## src/rtl/divroot_pkg.sv

```systemverilog
package divroot_pkg;
  typedef enum logic {
    OP_DIV  = 1'b0,
    OP_ROOT = 1'b1
  } op_e;

  typedef enum logic {
    ST_IDLE = 1'b0,
    ST_RUN  = 1'b1
  } st_e;
endpackage

```

## src/rtl/divroot_rstsync.sv

```systemverilog
module divroot_rstsync (
  input  logic clk_i,
  input  logic rst_n_i,
  output logic rst_n_o
);
  logic meta_q;
  logic sync_q;

  always_ff @(posedge clk_i or negedge rst_n_i) begin
    if (!rst_n_i) begin
      meta_q <= 1'b0;
      sync_q <= 1'b0;
    end else begin
      meta_q <= 1'b1;
      sync_q <= meta_q;
    end
  end

  assign rst_n_o = sync_q;
endmodule

```

## src/rtl/divroot_ctrl.sv

```systemverilog
module divroot_ctrl
  import divroot_pkg::*;
#(
  parameter int W = 16
) (
  input  logic clk_i,
  input  logic rst_n_i,
  input  logic start_i,
  input  logic mode_i,
  input  logic divisor_zero_i,
  output logic busy_o,
  output logic load_o,
  output logic step_o,
  output logic finish_o,
  output logic root_o,
  output logic dz_o,
  output logic done_o
);
  localparam int CNT_W = $clog2(W + 1);
  localparam logic [CNT_W-1:0] DIV_STEPS  = CNT_W'(W);
  localparam logic [CNT_W-1:0] ROOT_STEPS = CNT_W'(W / 2);
  localparam logic [CNT_W-1:0] ONE        = CNT_W'(1);

  st_e              st_q, st_d;
  logic [CNT_W-1:0] cnt_q, cnt_d;
  logic             done_q;
  logic             root_q;
  logic             dz_q;
  logic             load;

  // next-state logic
  always_comb begin
    st_d  = st_q;
    cnt_d = cnt_q;
    load  = 1'b0;
    case (st_q)
      ST_IDLE: begin
        if (start_i) begin
          load  = 1'b1;
          st_d  = ST_RUN;
          cnt_d = (mode_i == OP_ROOT) ? ROOT_STEPS : DIV_STEPS;
        end
      end
      ST_RUN: begin
        cnt_d = cnt_q - ONE;
        if (cnt_q == ONE) st_d = ST_IDLE;
      end
      default: st_d = ST_IDLE;
    endcase
  end

  // state registers
  always_ff @(posedge clk_i or negedge rst_n_i) begin
    if (!rst_n_i) begin
      st_q   <= ST_IDLE;
      cnt_q  <= '0;
      done_q <= 1'b0;
    end else begin
      st_q   <= st_d;
      cnt_q  <= cnt_d;
      done_q <= finish_o;
    end
  end

  // operation attributes, captured only when an operation is accepted
  always_ff @(posedge clk_i or negedge rst_n_i) begin
    if (!rst_n_i) begin
      root_q <= 1'b0;
      dz_q   <= 1'b0;
    end else if (load) begin
      root_q <= mode_i;
      dz_q   <= (mode_i == OP_DIV) && divisor_zero_i;
    end
  end

  assign busy_o   = (st_q == ST_RUN);
  assign load_o   = load;
  assign step_o   = busy_o;
  assign finish_o = busy_o && (cnt_q == ONE);
  assign root_o   = root_q;
  assign dz_o     = dz_q;
  assign done_o   = done_q;

  // a start during a run does not restart the iteration count
  a_r6_start_ignored: assert property (@(posedge clk_i) disable iff (!rst_n_i)
    (busy_o && start_i && !finish_o) |=> (busy_o && cnt_q == $past(cnt_q) - ONE));

  // completion is a single-cycle pulse
  a_r4_done_pulse: assert property (@(posedge clk_i) disable iff (!rst_n_i)
    done_o |=> !done_o);

  // an accepted operation never completes on the next edge
  a_r4_no_early_finish: assert property (@(posedge clk_i) disable iff (!rst_n_i)
    load_o |=> (busy_o && !finish_o));

  // busy and done are exclusive
  a_r5_busy_done_excl: assert property (@(posedge clk_i) disable iff (!rst_n_i)
    done_o |-> !busy_o);
endmodule

```

## src/rtl/divroot_datapath.sv

```systemverilog
module divroot_datapath #(
  parameter int W = 16
) (
  input  logic         clk_i,
  input  logic         rst_n_i,
  input  logic         load_i,
  input  logic         step_i,
  input  logic         root_i,
  input  logic         finish_i,
  input  logic [W-1:0] opa_i,
  input  logic [W-1:0] opb_i,
  output logic [W-1:0] acc_o,
  output logic [W-1:0] rem_o
);
  localparam int TW = W + 1;

  logic [W-1:0]  src_q, src_d;
  logic [W-1:0]  acc_q, acc_d;
  logic [W-1:0]  rem_q, rem_d;
  logic [W-1:0]  dsr_q;
  logic [TW-1:0] partial;
  logic [TW-1:0] subtrahend;
  logic [TW:0]   trial;
  logic          fits;
  logic          upd;

  // shared shift-subtract step; the mode only selects the operand alignment
  always_comb begin
    if (root_i) begin
      partial    = {rem_q[W-2:0], src_q[W-1:W-2]};
      subtrahend = {acc_q[W-2:0], 2'b01};
      src_d      = {src_q[W-3:0], 2'b00};
    end else begin
      partial    = {rem_q, src_q[W-1]};
      subtrahend = {1'b0, dsr_q};
      src_d      = {src_q[W-2:0], 1'b0};
    end
    trial = {1'b0, partial} - {1'b0, subtrahend};
    fits  = !trial[TW];
    rem_d = fits ? trial[W-1:0] : partial[W-1:0];
    acc_d = {acc_q[W-2:0], fits};
  end

  assign upd = load_i || step_i;

  always_ff @(posedge clk_i or negedge rst_n_i) begin
    if (!rst_n_i) begin
      src_q <= '0;
      acc_q <= '0;
      rem_q <= '0;
      dsr_q <= '0;
    end else if (upd) begin
      if (load_i) begin
        src_q <= opa_i;
        acc_q <= '0;
        rem_q <= '0;
        dsr_q <= opb_i;
      end else begin
        src_q <= src_d;
        acc_q <= acc_d;
        rem_q <= rem_d;
      end
    end
  end

  assign acc_o = acc_q;
  assign rem_o = rem_q;

  // a completed nonzero divide leaves a remainder below the divisor
  a_r1_rem_below_divisor: assert property (@(posedge clk_i) disable iff (!rst_n_i)
    (finish_i && !root_i && dsr_q != '0) |=> (rem_q < dsr_q));

  // a completed root leaves a remainder no larger than twice the root
  a_r2_root_rem_bound: assert property (@(posedge clk_i) disable iff (!rst_n_i)
    (finish_i && root_i) |=> ({1'b0, rem_q} <= {acc_q, 1'b0}));
endmodule

```

## src/rtl/shsub_divroot.sv

```systemverilog
module shsub_divroot #(
  parameter int W = 16
) (
  input  logic         clk_i,
  input  logic         rst_n_i,
  input  logic         start_i,
  input  logic         mode_i,
  input  logic [W-1:0] opa_i,
  input  logic [W-1:0] opb_i,
  output logic         busy_o,
  output logic         done_o,
  output logic         dz_o,
  output logic [W-1:0] quot_o,
  output logic [W-1:0] rem_o
);
  logic rst_n;
  logic load;
  logic step;
  logic finish;
  logic root;

  divroot_rstsync u_rst (
    .clk_i   (clk_i),
    .rst_n_i (rst_n_i),
    .rst_n_o (rst_n)
  );

  divroot_ctrl #(.W(W)) u_ctrl (
    .clk_i          (clk_i),
    .rst_n_i        (rst_n),
    .start_i        (start_i),
    .mode_i         (mode_i),
    .divisor_zero_i (opb_i == '0),
    .busy_o         (busy_o),
    .load_o         (load),
    .step_o         (step),
    .finish_o       (finish),
    .root_o         (root),
    .dz_o           (dz_o),
    .done_o         (done_o)
  );

  divroot_datapath #(.W(W)) u_dp (
    .clk_i    (clk_i),
    .rst_n_i  (rst_n),
    .load_i   (load),
    .step_i   (step),
    .root_i   (root),
    .finish_i (finish),
    .opa_i    (opa_i),
    .opb_i    (opb_i),
    .acc_o    (quot_o),
    .rem_o    (rem_o)
  );

  // a flagged divide completes with an all-ones quotient
  a_r3_dz_quot_ones: assert property (@(posedge clk_i) disable iff (!rst_n)
    (done_o && dz_o) |-> (quot_o == '1));

  // outputs hold while idle and no start is taken
  a_r7_hold_idle: assert property (@(posedge clk_i) disable iff (!rst_n)
    (!busy_o && !start_i) |=> ($stable(quot_o) && $stable(rem_o) && $stable(dz_o)));

  // root mode never raises the divide-by-zero flag
  a_r10_root_no_dz: assert property (@(posedge clk_i) disable iff (!rst_n)
    (done_o && root) |-> !dz_o);
endmodule

```

## config.mk

```make
export PLATFORM = sky130hd
export DESIGN_NAME = shsub_divroot
export DESIGN_NICKNAME = d
export VERILOG_FILES = /design/src/rtl/divroot_pkg.sv /design/src/rtl/divroot_rstsync.sv /design/src/rtl/divroot_ctrl.sv /design/src/rtl/divroot_datapath.sv /design/src/rtl/shsub_divroot.sv
export SDC_FILE = /design/constraint.sdc
export NUM_CORES = 1
export LEC_CHECK = 0
export ABC_AREA = 1
export BUFFER_PORTS_ARGS = -buffer_cell sky130_fd_sc_hd__buf_2
export CAP_MARGIN = 15
export CORE_MARGIN = 5
export CORE_UTILIZATION = 45
export DETAILED_ROUTE_END_ITERATION = 8
export PLACE_DENSITY_LB_ADDON = 0.3
export RECOVER_POWER = 100
export SLEW_MARGIN = 20
export SYNTH_ARGS = -nofsm -noshare
export SYNTH_HDL_FRONTEND = slang
export SYNTH_SLANG_ARGS = --single-unit
```

## constraint.sdc

```tcl
create_clock -name clk_i -period 6.3 [get_ports clk_i]
set_clock_uncertainty 0.1 [all_clocks]
set_input_delay 0.315 -clock clk_i [delete_from_list [all_inputs] [get_ports clk_i]]
set_output_delay 0.315 -clock clk_i [all_outputs]
set_load 0.02 [all_outputs]
```

==> metrics.yaml, run 1 <==
detail-route-antenna-nets: 0
via_per_inst: 5.28
most_frequently_used_cell_type_in_the_post_synthesis_netlist: "sky130_fd_sc_hd__nand2_1"
drive_gt1_frac: 0.105
gp_weighted_congestion: 0.876
cap_viol_max_count: 0
critical_path_required_ps: 6410
cts_root_buffer: "sky130_fd_sc_hd__clkbuf_8"
dr.pass1.iters: 5
synth_cell_type_count: 38
arrival_time_reported_for_the_critical_path_endpoint_ps: 4410
timing.final.crit_share: 0.682
cts-buffers-inserted: 9
worst_hold_path_type: "input port to flip-flop"
timing.rr.start: "u_ctrl.busy_o"
setup-violations-final: 0
groute.usage.overall: 0.207
core.rowCount: 37
synth.yosys.warnings: 0
drc: 0
postSynthCellCount: 668
boundaryPins: 71
routed_wire_length_per_instance_um: 14.8
maximum_number_of_pins_on_one_net_before_global_route_repair: 82
fin_nets: 783
portBuffers: 70
area_growth_syn_to_layout_pct: 12.1
critPathLaunchType: "flip-flop"
async_flop_share: 1.00
clock_sink_count: 75
post_synth_instance_area_sq_um: 4760
clk_latency_worst_skew_pair_ps: 360
die-area_sq_um: 12700
whs_endpoint: "u_dp.src_q[0]"
hold_viol_final: 0
first_iter_violations: 400
fp.coreArea_sq_um: 10300
period_minus_slack_ps: 4290
die_w_um: 113
unrepaired_setup_endpoints_after_global_routing: "false"
timing.critical_path.fanout_max: 31
synth_sequential_area_ratio: 0.394
critical_path_class: "flip-flop to flip-flop"
end_kind: "flip-flop"
initial_util: 0.461
tritoncts: "yes"
slew_violations: 0
worstMarginPinSlew_ps: 1170
synth.ff_latch_count: 75
sum_neg_setup_slack_ps: 0
synth-edff-count: 0
max_freq_ghz: 0.233
first_global_vias: 4362
global_route.overflow_total: 0
floorplan.die.height_um: 113
n_antenna_cell: 0
path_clk_slew_ps: 90
synthDominantAreaCellType: "sky130_fd_sc_hd__dfrtp_1"
outcome: "finished clean"
ys.flop_type: "sky130_fd_sc_hd__dfrtp_1"
grt_pass1_wl_mm: 21.3
hpwlAfterDp_mm: 9.70
postSynthNetCount: 724
hold_depth: 3
timing.hold.worst.start: "opa_i[0]"
ff2ff_path_depth: 6
synth_top_cells_by_area: "sky130_fd_sc_hd__dfrtp_1 39%, sky130_fd_sc_hd__nand2_1 17%, sky130_fd_sc_hd__inv_1 7.8%"
synthesis.area_per_instance_sq_um: 7.13
reg2reg_setup_slack_ps: 2010
netlist.area_leader.share: 0.394
antenna_violations_before_repair: 0
synth.cells.most_frequent: "215 x sky130_fd_sc_hd__nand2_1, 99 x sky130_fd_sc_hd__inv_1, 75 x sky130_fd_sc_hd__dfrtp_1"
wl_mm: 12.8
num_vias: 4582
relSlewSlack: 0.217
regToRegEndpoint: "u_ctrl.root_o"
cts_htree_levels: 3
cts_buffer_depth: 2
-- worst max-delay path, cell delays in order (launching register included) --
cell                       delay, ps
sky130_fd_sc_hd__dfrtp_1         960
sky130_fd_sc_hd__clkinv_1        910
sky130_fd_sc_hd__nand2_1         220
sky130_fd_sc_hd__clkbuf_1        890
sky130_fd_sc_hd__inv_1           710
sky130_fd_sc_hd__nand2_1         240
sky130_fd_sc_hd__o21ai_0         100
-- routing by layer --
metal | track usage | routed length [um] | vias up
li1 | - | - | 2263
met2 | 0.316 | 5570 | 145
met3 | 0.0417 | 726 | 26
met5 | 0 | 0 | -
met4 | 0.0809 | 373 | 0
met1 | 0.290 | 6170 | 2148
-- state kept, by name, summed over array words and instances (netlist names) --
| signal | count |
|---|---|
| u_dp.acc_o | 16 |
| u_dp.dsr_q | 16 |
| u_dp.rem_o | 16 |
| u_dp.src_q | 16 |
| u_ctrl.cnt_q | 5 |
| u_ctrl.busy_o | 1 |
| u_ctrl.done_o | 1 |
| u_ctrl.dz_o | 1 |
| u_ctrl.root_o | 1 |
| u_rst.meta_q | 1 |
| u_rst.rst_n_o | 1 |
-- through the flow --
| step | cells | worst slack, ps | hold slack [ps] | util | cell area (sq um) |
|---|---|---|---|---|---|
| 5_1_grt | 868 | 1470 | 69.4 | 0.517 | 5340 |
| 2_1_floorplan | 668 | 3700 | -80.6 | - | 4760 |
| 3_5_place_dp | 851 | 2960 | 2.07 | 0.502 | 5180 |
| 3_3_place_gp | 851 | 3020 | -0.704 | 0.502 | 5180 |
| 4_1_cts | 868 | 2950 | 53.0 | 0.524 | 5410 |
| 6_report | 868 | 2010 | 59.6 | 0.517 | 5340 |
-- cells by family after synthesis --
family,after synthesis,share of synthesized area
AOI/OAI and AO/OA,115,0.134
adders and majority gates,20,0.0541
other,1,0.000788
xor gates and xnor gates,7,0.0129
DFF,75,0.394
and+or+nand+nor,318,0.293
buffers and inverters,132,0.111
-- placed cells by master, fill, tap and decap left out, types with 2 or more instances in the layout --
cell type / n
sky130_fd_sc_hd__nand2_1: 216
sky130_fd_sc_hd__inv_1: 99
sky130_fd_sc_hd__dfrtp_1: 73
sky130_fd_sc_hd__o21ai_0: 64
sky130_fd_sc_hd__nand3_1: 49
sky130_fd_sc_hd__clkbuf_1: 38
sky130_fd_sc_hd__buf_2: 34
sky130_fd_sc_hd__nor2_1: 20
sky130_fd_sc_hd__a21oi_1: 19
sky130_fd_sc_hd__ha_1: 19
sky130_fd_sc_hd__o22ai_1: 18
sky130_fd_sc_hd__o211ai_1: 10
sky130_fd_sc_hd__clkbuf_8: 9
sky130_fd_sc_hd__nand4_1: 7
sky130_fd_sc_hd__nand3_2: 6
sky130_fd_sc_hd__xnor2_1: 6
sky130_fd_sc_hd__or2_2: 5
sky130_fd_sc_hd__nor3_1: 5
sky130_fd_sc_hd__buf_4: 4
sky130_fd_sc_hd__inv_2: 3
sky130_fd_sc_hd__nand2_2: 3
sky130_fd_sc_hd__clkinv_1: 2
sky130_fd_sc_hd__nor2_2: 2
sky130_fd_sc_hd__nor4_1: 2
sky130_fd_sc_hd__clkinvlp_4: 2
sky130_fd_sc_hd__bufinv_16: 2
sky130_fd_sc_hd__dfrtp_2: 2
-- what timing repair did --
| item | 4_1_cts | 5_1_grt |
|---|---|---|
| endpoints found under the hold margin | 2 | 0 |
| hold buffers | 1 | 0 |
| buffers inserted | 0 | 0 |
| resized for setup | 0 | 0 |
-- worst max path at each step --
stage                        from             to  slack [ps]  cells after the start
finish              u_ctrl.busy_o  u_ctrl.root_o        2010                      6
global route        u_ctrl.busy_o  u_ctrl.root_o        1470                      6
CTS                 u_ctrl.busy_o  u_ctrl.root_o        2950                      6
detailed placement  u_ctrl.busy_o  u_ctrl.root_o        2960                      6
global placement    u_ctrl.busy_o  u_ctrl.root_o        3020                      6
floorplan           u_ctrl.root_o  u_dp.rem_o[8]        3700                     16
-- final cells by class --
type,count,area (sq um)
clock inverters,6,88.8
well taps,136,170
fillers,1012,4990
repair buffers,76,349
flip-flops and latches,75,1880
inverters,104,390
multi-input cells,461,2330
clock buffers,10,128
Power of run 1 is left out: the tool's default activity adds up to more than one toggle a clock period on the data nets, which glitch-free logic cannot reach.
==> run 2, diff against run 1 <==
clock period = 4.1 ns   (was 6.3 ns; I/O delays follow)
==> run 2 against run 1 <==
  * The run now ends with capacitance limit, slew limit left
  * Largest cell class unchanged
  * Via count grew 0.92%
  * Sequential cell count is the same
  * Worst setup slack lost 1400 ps
  * Highest routed layer unchanged
  * Critical endpoint is now u_dp.src_q[8]
  * Worst hold slack lost 34 ps
  * Register-to-register slack lost 1400 ps
==> metrics.yaml, run 2 (synthesized netlist as in run 1, its figures left out) <==
cts_root_buffer: "sky130_fd_sc_hd__clkbuf_8"
critPathLaunch: "u_ctrl.busy_o"
critical_path_class: "flip-flop to flip-flop"
reg2reg_setup_slack_ps: 580
path_buf_inv: 3
critical_path_required_ps: 4180
die_w_um: 113
wl_mm: 13.7
cap_viol_max_count: 1
initial_util: 0.461
most_used_cells_in_the_layout_excluding_fill_and_tap_cells: "216 x sky130_fd_sc_hd__nand2_1, 99 x sky130_fd_sc_hd__inv_1, 74 x sky130_fd_sc_hd__dfrtp_1, 65 x sky130_fd_sc_hd__o21ai_0, 49 x sky130_fd_sc_hd__nand3_1"
portBuffers: 70
unrepaired_setup_endpoints_after_global_routing: "false"
path_common_cell: "sky130_fd_sc_hd__nand2_1"
worstMarginPinSlew_ps: 1720
drc: 0
arrival_time_reported_for_the_critical_path_endpoint_ps: 3610
cts_resized: 0
hold_viol_final: 0
grt_pass1_wl_mm: 22.6
period_minus_slack_ps: 3520
ff2ff_path_depth: 6
routed_wire_length_per_instance_um: 15.4
global_route.overflow_total: 0
sum_neg_setup_slack_ps: 0
setup-violations-final: 0
end_kind: "flip-flop"
regToRegEndpoint: "u_dp.src_q[8]"
maximum_number_of_pins_on_one_net_before_global_route_repair: 82
tritoncts: "yes"
boundaryPins: 71
core.rowCount: 37
slowest_delay_ps: 1000
clock_sink_count: 75
fin_nets: 807
critPathLaunchType: "flip-flop"
timing.final.crit_share: 0.860
first_global_vias: 4513
via_per_inst: 5.18
critPathSlowestCell: "sky130_fd_sc_hd__dfrtp_1"
drive_gt1_frac: 0.0992
n_antenna_cell: 0
timing.critical_path.fanout_max: 30
cts_htree_levels: 3
cts_buffer_depth: 2
antenna_violations_before_repair: 0
floorplan.die.height_um: 113
outcome: "complete, but fails checks"
mostFrequentLayoutCell: "sky130_fd_sc_hd__nand2_1"
first_iter_violations: 399
critical_path.cell_chain: "clkinv_1, nand2_1, clkbuf_1, inv_1, nand2_1, o311ai_0"
timing.rr.start: "u_ctrl.busy_o"
groute.usage.overall: 0.220
pre_cts_ws_ps: 882
cts_hold_repair.buffers: 25
detail-route-antenna-nets: 0
path_clk_slew_ps: 80
area_growth_syn_to_layout_pct: 17.6
worst-path-stages: 6
gp_weighted_congestion: 0.992
violated_checks: "capacitance limit, slew limit"
max_freq_ghz: 0.284
crit_path_end: "u_dp.src_q[8]"
num_vias: 4624
slew_violations: 44
clk_latency_worst_skew_pair_ps: 360
cts-buffers-inserted: 9
die-area_sq_um: 12700
dr.pass1.iters: 5
fp.coreArea_sq_um: 10300
post_cts_buffers: 0
worst_hold_path_type: "input port to flip-flop"
finalWorstSetupSlack_ps: 576
hpwlAfterDp_mm: 10.1
relSlewSlack: -0.144
largest_delay_share_family_worst_path: "buffers and inverters"
[run 2: cell count changes in the layout (fill, tap and decap cells not counted), sizes merged]
cell         before  now
dlygate4sd3       1   25
clkbuf           47   51
buf              38   36
clkinvlp          2    1
inv             103  102
[run 2: how the worst min path moves through the flow]
stage	startpoint	endpoint	slack (ps)	cells past startpoint
after floorplan	rst_n_i	u_rst.meta_q	-190	0
final	opb_i[15]	u_dp.dsr_q[15]	30	3
after global placement	rst_n_i	u_rst.meta_q	-110	1
after global routing	opb_i[15]	u_dp.dsr_q[15]	30	3
after CTS	opb_i[15]	u_dp.dsr_q[15]	3	3
after detailed placement	rst_n_i	u_rst.meta_q	-110	1
[run 2: through the flow]
stage	util	hold WS [ps]	cell area (sq um)	std cells
floorplan	-	-191	4760	668
global placement	0.502	-111	5180	851
detailed placement	0.502	-107	5180	851
CTS	0.548	2.62	5660	892
global route	0.542	31.1	5600	892
finish	0.542	25.8	5600	892
[run 2: worst register-to-register path, cell delays in order, from the launching register on]
cell and delay, ps:
sky130_fd_sc_hd__dfrtp_1 1000, sky130_fd_sc_hd__clkinv_1 210, sky130_fd_sc_hd__nand2_1 270, sky130_fd_sc_hd__clkbuf_1 780
sky130_fd_sc_hd__inv_1 660, sky130_fd_sc_hd__nand2_1 200, sky130_fd_sc_hd__o311ai_0 140
[run 2: area by class of cell]
class	count	area (sq um)
clock buffer	12	155
tap	136	170
sequential	75	1880
clock inverter	4	72.6
inverter	104	390
timing repair buffer	100	583
fill	1017	4730
multi-input combinational	461	2350
[run 2: routing by layer]
| metal | GRT usage | vias up | wire length [um] |
|---|---|---|---|
| li1 | - | 2310 | - |
| met1 | 0.303 | 2144 | 6380 |
| met2 | 0.346 | 145 | 6290 |
| met3 | 0.0428 | 25 | 736 |
| met4 | 0.0801 | 0 | 313 |
| met5 | 0 | - | 0 |
Power of run 2 is left out for the same reason.
==> run 3, diff against run 2 <==
CORE_UTILIZATION = 52   (was 45)
PLACE_DENSITY = 0.79   (was unset)
PLACE_DENSITY_LB_ADDON = unset   (was 0.3)
==> run 3 against run 2 <==
  * Register-to-register slack improved by 160 ps
  * Global-route usage rose by 2.5 points
  * First-iteration DRC count fell by 16%
  * Highest routed layer unchanged
  * Die area fell by 12%
  * Critical path type unchanged
  * Via count rose by 0.56%
  * The flow still finishes with violations (capacitance limit, slew limit)
==> metrics.yaml, run 3 (synthesized netlist as in run 1, its figures left out) <==
slew_violations: 48
cts_root_buffer: "sky130_fd_sc_hd__clkbuf_8"
timing.final.crit_share: 0.820
antenna_violations_before_repair: 0
most_used_cells_in_the_layout_excluding_fill_and_tap_cells: "215 x sky130_fd_sc_hd__nand2_1, 99 x sky130_fd_sc_hd__inv_1, 74 x sky130_fd_sc_hd__dfrtp_1, 65 x sky130_fd_sc_hd__o21ai_0, 49 x sky130_fd_sc_hd__nand3_1"
cts_htree_levels: 3
n_antenna_cell: 0
setup-violations-final: 0
first_global_vias: 4508
worstMarginPinSlew_ps: 1830
drive_gt1_frac: 0.102
critPathSlowestCell: "sky130_fd_sc_hd__nor2_2"
path_common_cell: "sky130_fd_sc_hd__nand2_1"
boundaryPins: 71
area.sequential_sq_um: 1880
cap_viol_max_count: 1
global_route.overflow_total: 0
routed_wire_length_per_instance_um: 15.5
groute.usage.overall: 0.246
portBuffers: 70
core.rowCount: 35
num_vias: 4650
maximum_number_of_pins_on_one_net_before_global_route_repair: 82
critical_path_required_ps: 4250
dr.pass1.iters: 6
gp_weighted_congestion: 0.927
critical_path_class: "flip-flop to flip-flop"
cts-buffers-inserted: 9
multiInputGateArea_sq_um: 2350
timing.critical_path.fanout_max: 81
path_buf_inv: 2
end_kind: "flip-flop"
first_iter_violations: 335
area_growth_syn_to_layout_pct: 16.0
fp.coreArea_sq_um: 9060
clk_latency_worst_skew_pair_ps: 360
critPathLaunchType: "flip-flop"
largest_delay_share_family_worst_path: "simple AND/OR/NAND/NOR gates"
hold_viol_final: 0
initial_util: 0.525
fillers: 853
post-route-cell-area_sq_um: 5520
unrepaired_setup_endpoints_after_global_routing: "false"
hpwlAfterDp_mm: 10.1
outcome: "complete, but fails checks"
critical_path.cell_chain: "buf_4, nand2_1, o21ai_0, inv_1, ha_1, nand2_1, nand2_1, nand2_1, nand2_1, nand2_1, nand2_1, nor2_2, nand2_8, nand2_1, nand2_1, nand2_1, nand2_1"
floorplan.die.height_um: 106
clock_sink_count: 75
die-area_sq_um: 11200
max_freq_ghz: 0.297
cts_buffer_depth: 2
period_minus_slack_ps: 3360
wl_mm: 13.4
path_clk_slew_ps: 90
tritoncts: "yes"
mostFrequentLayoutCell: "sky130_fd_sc_hd__nand2_1"
cts_resized: 0
sum_neg_setup_slack_ps: 0
slowest_delay_ps: 560
arrival_time_reported_for_the_critical_path_endpoint_ps: 3510
fin_nets: 807
die_w_um: 106
detail-route-antenna-nets: 0
grt_pass1_wl_mm: 21.8
placed_cell_area_sq_um: 5150
violated_checks: "capacitance limit, slew limit"
worst_hold_path_type: "input port to flip-flop"
relSlewSlack: -0.221
drc: 0
via_per_inst: 5.36
-- run 3: final timing paths --
kind / startpoint / to / slack, ps / cells after the start
worst max-delay path: u_ctrl.root_o / u_dp.rem_o[15] / 740 / 17
worst min-delay path: opb_i[5] / u_dp.dsr_q[5] / 20 / 3
worst max register to register: u_ctrl.root_o / u_dp.rem_o[15] / 740 / 17
worst min register to register: u_rst.meta_q / u_rst.rst_n_o / 280 / 0
max in group asynchronous: u_rst.rst_n_o / u_dp.acc_o[5] / 1140 / 1
min in group asynchronous: rst_n_i / u_rst.meta_q / 50 / 2
-- run 3: area by class of cell --
class                      instances  share of cell area
timing repair buffer             100               0.106
sequential                        75               0.340
clock inverter                     7              0.0104
inverter                         104              0.0707
tap                              111              0.0252
clock buffer                       9              0.0224
multi-input combinational        461               0.425
-- run 3: through the flow --
| step | utilization | setup slack, ps | hold WS, ps | std cells |
|---|---|---|---|---|
| floorplan | - | 1500 | -191 | 668 |
| global placement | 0.568 | 1110 | -110 | 826 |
| detailed placement | 0.568 | 987 | -108 | 826 |
| CTS | 0.616 | 980 | 5.66 | 867 |
| global route | 0.609 | 385 | 23.8 | 867 |
| finish | 0.609 | 738 | 21.2 | 867 |
-- run 3: timing repair --
item                      4_1_cts  5_1_grt
buffers inserted                0        0
hold buffers                   25        0
hold endpoints to repair       27        0
-- run 3: tightest hold or removal path, cell delays in order --
cell and delay [ps]:
sky130_fd_sc_hd__buf_2 100, sky130_fd_sc_hd__inv_1 60, sky130_fd_sc_hd__o21ai_0 80
-- run 3: layer usage --
metal | share of wire | GRT usage
met2 | 0.47 | 0.401
met4 | 0.032 | 0.0870
met1 | 0.43 | 0.323
met5 | 0 | 0
met3 | 0.065 | 0.0521
Power of run 3 is left out for the same reason.
